==> src/rtl/pmcg_pkg.sv <==
package pmcg_pkg;

  // Index of each mask bank
  localparam int unsigned NUM_BANKS = 3;
  localparam int unsigned BANK_RUN   = 0;
  localparam int unsigned BANK_SLEEP = 1;
  localparam int unsigned BANK_DEEP  = 2;

  // Register byte offsets
  localparam int unsigned OFF_RUN   = 'h0;
  localparam int unsigned OFF_SLEEP = 'h4;
  localparam int unsigned OFF_DEEP  = 'h8;
  localparam int unsigned OFF_STAT  = 'hC;

  typedef enum logic [1:0] {
    MODE_RUN   = 2'b00,
    MODE_SLEEP = 2'b01,
    MODE_DEEP  = 2'b10,
    MODE_RSVD  = 2'b11
  } cpu_mode_e;

  typedef enum logic [2:0] {
    RD_NONE,
    RD_RUN,
    RD_SLEEP,
    RD_DEEP,
    RD_STAT
  } rd_sel_e;

  // Strobes from control to datapath
  typedef struct packed {
    logic [NUM_BANKS-1:0] wrBank;   // one-hot write strobe per mask
    logic [NUM_BANKS-1:0] useBank;  // one-hot mask select by mode
    rd_sel_e              rdSel;    // read-back source
  } gate_ctrl_t;

endpackage

==> src/rtl/pmcg_ctrl.sv <==
module pmcg_ctrl
  import pmcg_pkg::*;
#(
  parameter int unsigned ADDR_W = 4
) (
  input  logic              regWrEn,
  input  logic [ADDR_W-1:0] regAddr,
  input  logic [1:0]        cpuMode,
  output gate_ctrl_t        ctrl
);

  localparam logic [ADDR_W-1:0] A_RUN   = ADDR_W'(OFF_RUN);
  localparam logic [ADDR_W-1:0] A_SLEEP = ADDR_W'(OFF_SLEEP);
  localparam logic [ADDR_W-1:0] A_DEEP  = ADDR_W'(OFF_DEEP);
  localparam logic [ADDR_W-1:0] A_STAT  = ADDR_W'(OFF_STAT);

  // Address decode: write strobes and read source
  always_comb begin
    ctrl.wrBank = '0;
    ctrl.rdSel  = RD_NONE;
    case (regAddr)
      A_RUN: begin
        ctrl.wrBank[BANK_RUN] = regWrEn;
        ctrl.rdSel            = RD_RUN;
      end
      A_SLEEP: begin
        ctrl.wrBank[BANK_SLEEP] = regWrEn;
        ctrl.rdSel              = RD_SLEEP;
      end
      A_DEEP: begin
        ctrl.wrBank[BANK_DEEP] = regWrEn;
        ctrl.rdSel             = RD_DEEP;
      end
      A_STAT:  ctrl.rdSel = RD_STAT;
      default: ctrl.rdSel = RD_NONE;
    endcase
  end

  // Mode decode: reserved code falls back to run
  always_comb begin
    ctrl.useBank = '0;
    case (cpu_mode_e'(cpuMode))
      MODE_SLEEP: ctrl.useBank[BANK_SLEEP] = 1'b1;
      MODE_DEEP:  ctrl.useBank[BANK_DEEP]  = 1'b1;
      default:    ctrl.useBank[BANK_RUN]   = 1'b1;
    endcase
  end

endmodule

==> src/rtl/pmcg_datapath.sv <==
module pmcg_datapath
  import pmcg_pkg::*;
#(
  parameter int unsigned NUM_MODS = 8,
  parameter int unsigned REG_W    = 32
) (
  input  logic                clk,
  input  logic                rstN,
  input  gate_ctrl_t          ctrl,
  input  logic [NUM_MODS-1:0] wrMask,
  input  logic [NUM_MODS-1:0] domainOn,
  output logic [NUM_MODS-1:0] modClkEn,
  output logic [REG_W-1:0]    rdData
);

  logic [NUM_BANKS-1:0][NUM_MODS-1:0] bankVec;
  logic [NUM_MODS-1:0] selMask;
  logic [NUM_MODS-1:0] enNext;
  logic [NUM_MODS-1:0] enQ;

  // One mask register per power mode
  for (genvar b = 0; b < NUM_BANKS; b++) begin : g_bank
    logic [NUM_MODS-1:0] bankQ;
    always_ff @(posedge clk or negedge rstN) begin
      if (!rstN)               bankQ <= '0;
      else if (ctrl.wrBank[b]) bankQ <= wrMask;
    end
    assign bankVec[b] = bankQ;
  end

  // Pick the mask for the current mode
  always_comb begin
    selMask = '0;
    for (int b = 0; b < NUM_BANKS; b++) begin
      if (ctrl.useBank[b]) selMask = selMask | bankVec[b];
    end
  end

  // Power-domain override wins over every mask
  assign enNext = selMask & domainOn;

  always_ff @(posedge clk or negedge rstN) begin
    if (!rstN) enQ <= '0;
    else       enQ <= enNext;
  end

  assign modClkEn = enQ;

  // Read-back mux
  always_comb begin
    rdData = '0;
    case (ctrl.rdSel)
      RD_RUN:   rdData[NUM_MODS-1:0] = bankVec[BANK_RUN];
      RD_SLEEP: rdData[NUM_MODS-1:0] = bankVec[BANK_SLEEP];
      RD_DEEP:  rdData[NUM_MODS-1:0] = bankVec[BANK_DEEP];
      RD_STAT:  rdData[NUM_MODS-1:0] = enQ;
      default:  rdData = '0;
    endcase
  end

endmodule

==> src/rtl/pmode_clkgate.sv <==
module pmode_clkgate
  import pmcg_pkg::*;
#(
  parameter int unsigned NUM_MODS = 8,
  parameter int unsigned ADDR_W   = 4,
  parameter int unsigned REG_W    = 32
) (
  input  logic                clk,
  input  logic                rstN,
  input  logic                regWrEn,
  input  logic [ADDR_W-1:0]   regAddr,
  input  logic [REG_W-1:0]    regWrData,
  output logic [REG_W-1:0]    regRdData,
  input  logic [1:0]          cpuMode,
  input  logic [NUM_MODS-1:0] domainOn,
  output logic [NUM_MODS-1:0] modClkEn
);

  gate_ctrl_t ctrl;

  pmcg_ctrl #(.ADDR_W(ADDR_W)) u_ctrl (
    .regWrEn (regWrEn),
    .regAddr (regAddr),
    .cpuMode (cpuMode),
    .ctrl    (ctrl)
  );

  pmcg_datapath #(.NUM_MODS(NUM_MODS), .REG_W(REG_W)) u_dp (
    .clk      (clk),
    .rstN     (rstN),
    .ctrl     (ctrl),
    .wrMask   (regWrData[NUM_MODS-1:0]),
    .domainOn (domainOn),
    .modClkEn (modClkEn),
    .rdData   (regRdData)
  );

endmodule

==> config.mk <==
export PLATFORM = sky130hd
export DESIGN_NAME = pmode_clkgate
export DESIGN_NICKNAME = d
export VERILOG_FILES = /design/src/rtl/pmcg_pkg.sv /design/src/rtl/pmcg_ctrl.sv /design/src/rtl/pmcg_datapath.sv /design/src/rtl/pmode_clkgate.sv
export SDC_FILE = /design/constraint.sdc
export NUM_CORES = 1
export LEC_CHECK = 0
export ABC_AREA = 0
export BUFFER_PORTS_ARGS = -buffer_cell sky130_fd_sc_hd__buf_2
export CORE_MARGIN = 5
export CORE_UTILIZATION = 46
export DETAILED_ROUTE_END_ITERATION = 16
export GPL_TIMING_DRIVEN = 0
export MAX_ROUTING_LAYER = met4
export PLACE_DENSITY = 0.89
export REMOVE_ABC_BUFFERS = 1
export SLEW_MARGIN = 0
export SYNTH_ARGS = -nofsm -noshare
export SYNTH_HDL_FRONTEND = slang
export SYNTH_HIERARCHICAL = 1
export SYNTH_SLANG_ARGS = --single-unit
==> constraint.sdc <==
create_clock -name clk -period 1.8 [get_ports clk]
set_input_delay 0.36 -clock clk [delete_from_list [all_inputs] [get_ports clk]]
set_output_delay 0.36 -clock clk [all_outputs]
set_load 0.01 [all_outputs]
==> metrics.md <==
| Metric | Value |
|---|---|
| Run status | finished, violations left |
| Violated checks | setup timing |
| Synth Instances | 153 |
| Hold bufs inserted after CTS | 0 |
| Synth Register Bits | 32 |
| Diode count | 0 |
| Top FF cell, synth | dfrtp_1 |
| Starting Density | 47.3% |
| Total gr overflow | 0 |
| Power Density | 873 nW/µm² |
| Synth Warn # | 6 |
| TritonCTS buffer count | 5 |
| # setup viols final | 2 |
| Non-filler cells in the finished layout | 253 |
| Async SR Flop Fraction | 100% |
| First-pass DRT Iterations | 4 |
| Dpl ws | -1.16 ns |
| Synth unique cells | 24 |
| Unrepaired setup endpoints after global routing | yes |
| Total power | 2.02 mW |
| Routed WL | 4.19 mm |
| Longest Clk Path Bufs | 2 |
| Mean Syn Cell Area | 12.3 µm² |
| Arrival time worst endpoint | 1.45 ns |
| Worst Max-Slew Pin Slew | 0.689 ns |
| Row Count | 23 |
| Worst-path clk slew | 0.06 ns |
| Pin count of the biggest net entering global routing | 33 |
| Crit path kind | input pin to output port |
| Slew headroom | 54.1% |
| Placed instance count | 231 |
| WHS | 0.113 ns |
| Vias in the first global route | 1403 |
| Worst-Skew Late Latency | 0.28 ns |
| Die area | 5460 µm² |
| Final worst-path cycle share | 100% |
| Final Util | 58.4% |
| Cell area after layout | 2320 µm² |
| Cell at the slowest stage of the critical path | xnor2_4 |
| Nets | 253 |
| Gpl congestion | 0.784 |
| Max incr delay on CP | 0.22 ns |
| H-tree level count | 2 |
| Seq/Total Area, Yosys | 42.6% |
| Placed Area | 1990 µm² |
| Final hold violation count | 0 |
| Setup ws final | -0.00870 ns |
| Leak Pwr | 1.05 nW |
| HPWL Detailed | 2.67 mm |
| Initial antenna violation count | 0 |
| Core Box Area | 3970 µm² |
| Area grow syn2layout | 23.4% |
| Starting DRT DRC Count | 124 |
| Final setup TNS | -0.0145 ns |
| Slew Viols, Final | 0 |
| Setup crit end kind | output port |
| DRC Markers | 0 |
| Layout cell share with drive strength beyond 1 | 47.8% |
| Crit path max fanout | 3 |
| Mean routed wirelength per cell | 16.6 µm |
| Gr usage total | 16.9% |
| I/O Pins | 89 |
| Mapped cell area | 1880 µm² |
| Max-cap violations | 0 |
| Worst Skew | 0.00120 ns |
| Most frequent cells in the layout | 36 x buf_2, 32 x dfrtp_1, 24 x mux2_2, 24 x conb_1, 16 x nand4bb_1 |
| Fmax | 553 MHz |
| Global-route wire length before repair | 6.69 mm |
| Startpoint Class | input pin |
| Number of port buffers | 40 |
| CTS tree | yes |
| Minimum clock period | 1.81 ns |
| ANT nets after route | 0 |
| CP Data Required Time | 1.44 ns |
| Via count | 1358 |
| CTS sink count | 32 |
| Hold Path Class | input pin to asynchronous set/reset pin |
| FILL cells | 329 |
| Root buf cell | clkbuf_8 |
| Vias per inst | 5.37 |
| Die Width | 73.9 µm |
| Worst path cell trace | buf_8, xnor2_4, buf_12, nor3_4, buf_4, nand4bb_1, o211ai_1, buf_2 |
| Number of enable flip-flop cells after synthesis | 0 |
| Most common cell after layout, fill and taps aside | buf_2 |
| Peak VDD IR | 382 µV |
| Die Ht | 73.9 µm |
-- layer usage --
metal  vias up  share of wire [%]  global-route usage (%)
li1        636                  -                       -
met3        10                7.8                    4.24
met4         0                2.6                    8.45
met2        53                 51                    27.0
met1       659                 38                    19.7
met5         -                  0                       -
-- synthesized netlist by cell type (2+ instances only) --
library cell  count  area [µm²]
ha_1              2        25.0
buf_4            24         180
clkbuf_1          2        7.51
o211ai_1          7        52.6
and4b_2           2        22.5
buf_2             7        35.0
mux2i_1           8        80.1
mux2_2           24         270
a222oi_1          8        80.1
nand4bb_1        16         180
nor2b_1           8        50.1
dfrtp_1          32         801
inv_1             2        7.51
-- kinds of logic after synthesis --
| group | after synthesis | synth area share, % |
|---|---|---|
| flops | 32 | 42.6 |
| xor+xnor | 1 | 0.466 |
| other cells | 1 | 0.200 |
| fa+ha+maj | 2 | 1.33 |
| buf+inv | 37 | 13.0 |
| mux | 32 | 18.6 |
| simple gates | 32 | 16.0 |
| compound gates | 16 | 7.72 |
-- state kept, by name, summed over array words and instances, names as in the netlist --
name	count
u_dp/g_bank.bankQ	24
u_dp/modClkEn	8
-- path summary, 6_finish.rpt --
| path | startpoint | to | slack (ns) | cells after the start |
|---|---|---|---|---|
| max in group asynchronous | rstN | u_dp/modClkEn[6]$_DFF_PN0_ | 1.25 | 1 |
| max reg2reg | u_dp/g_bank[0].bankQ[5]$_DFFE_PN0P_ | u_dp/modClkEn[5]$_DFF_PN0_ | 0.80 | 2 |
| max | regAddr[3] | regRdData[6] | -0.009 | 8 |
| min in group clk | domainOn[6] | u_dp/modClkEn[6]$_DFF_PN0_ | 0.29 | 2 |
| min | rstN | u_dp/g_bank[0].bankQ[3]$_DFFE_PN0P_ | 0.11 | 1 |
| min reg2reg | u_dp/g_bank[1].bankQ[4]$_DFFE_PN0P_ | u_dp/g_bank[1].bankQ[4]$_DFFE_PN0P_ | 0.54 | 1 |
-- timing repair --
item / in CTS / in global routing
buffers inserted: 12 / 1
pin swaps: 8 / 8
endpoints found under the setup margin: 8 / 8
gates resized for setup: 20 / 5
cloned: 1 / 0
-- worst max-delay path: cells and delay by family --
kind	cells	cell delay [ns]
and+or+nand+nor	2	0.21
xor gates and xnor gates	1	0.22
AOI/OAI and AO/OA	1	0.11
buffers and inverters	4	0.54
-- where the power goes --
part	internal [mW]	switching [mW]	total (mW)
Sequential	0.870	0.114	0.984
Clock	0.304	0.256	0.560
Combinational	0.268	0.213	0.480
Total	1.44	0.583	2.02
-- area by class of cell --
| cell class | count | area [µm²] | share of cell area, % |
|---|---|---|---|
| Inverter | 2 | 7.51 | 0.324 |
| Sequential cell | 32 | 801 | 34.5 |
| Multi-Input combinational cell | 108 | 1000 | 43.2 |
| Tap cell | 50 | 62.6 | 2.70 |
| Clock buffer | 6 | 82.6 | 3.56 |
| Timing Repair Buffer | 53 | 355 | 15.3 |
| Clock inverter | 2 | 10.0 | 0.432 |
No activity file was read; power rests on OpenSTA's default activity.
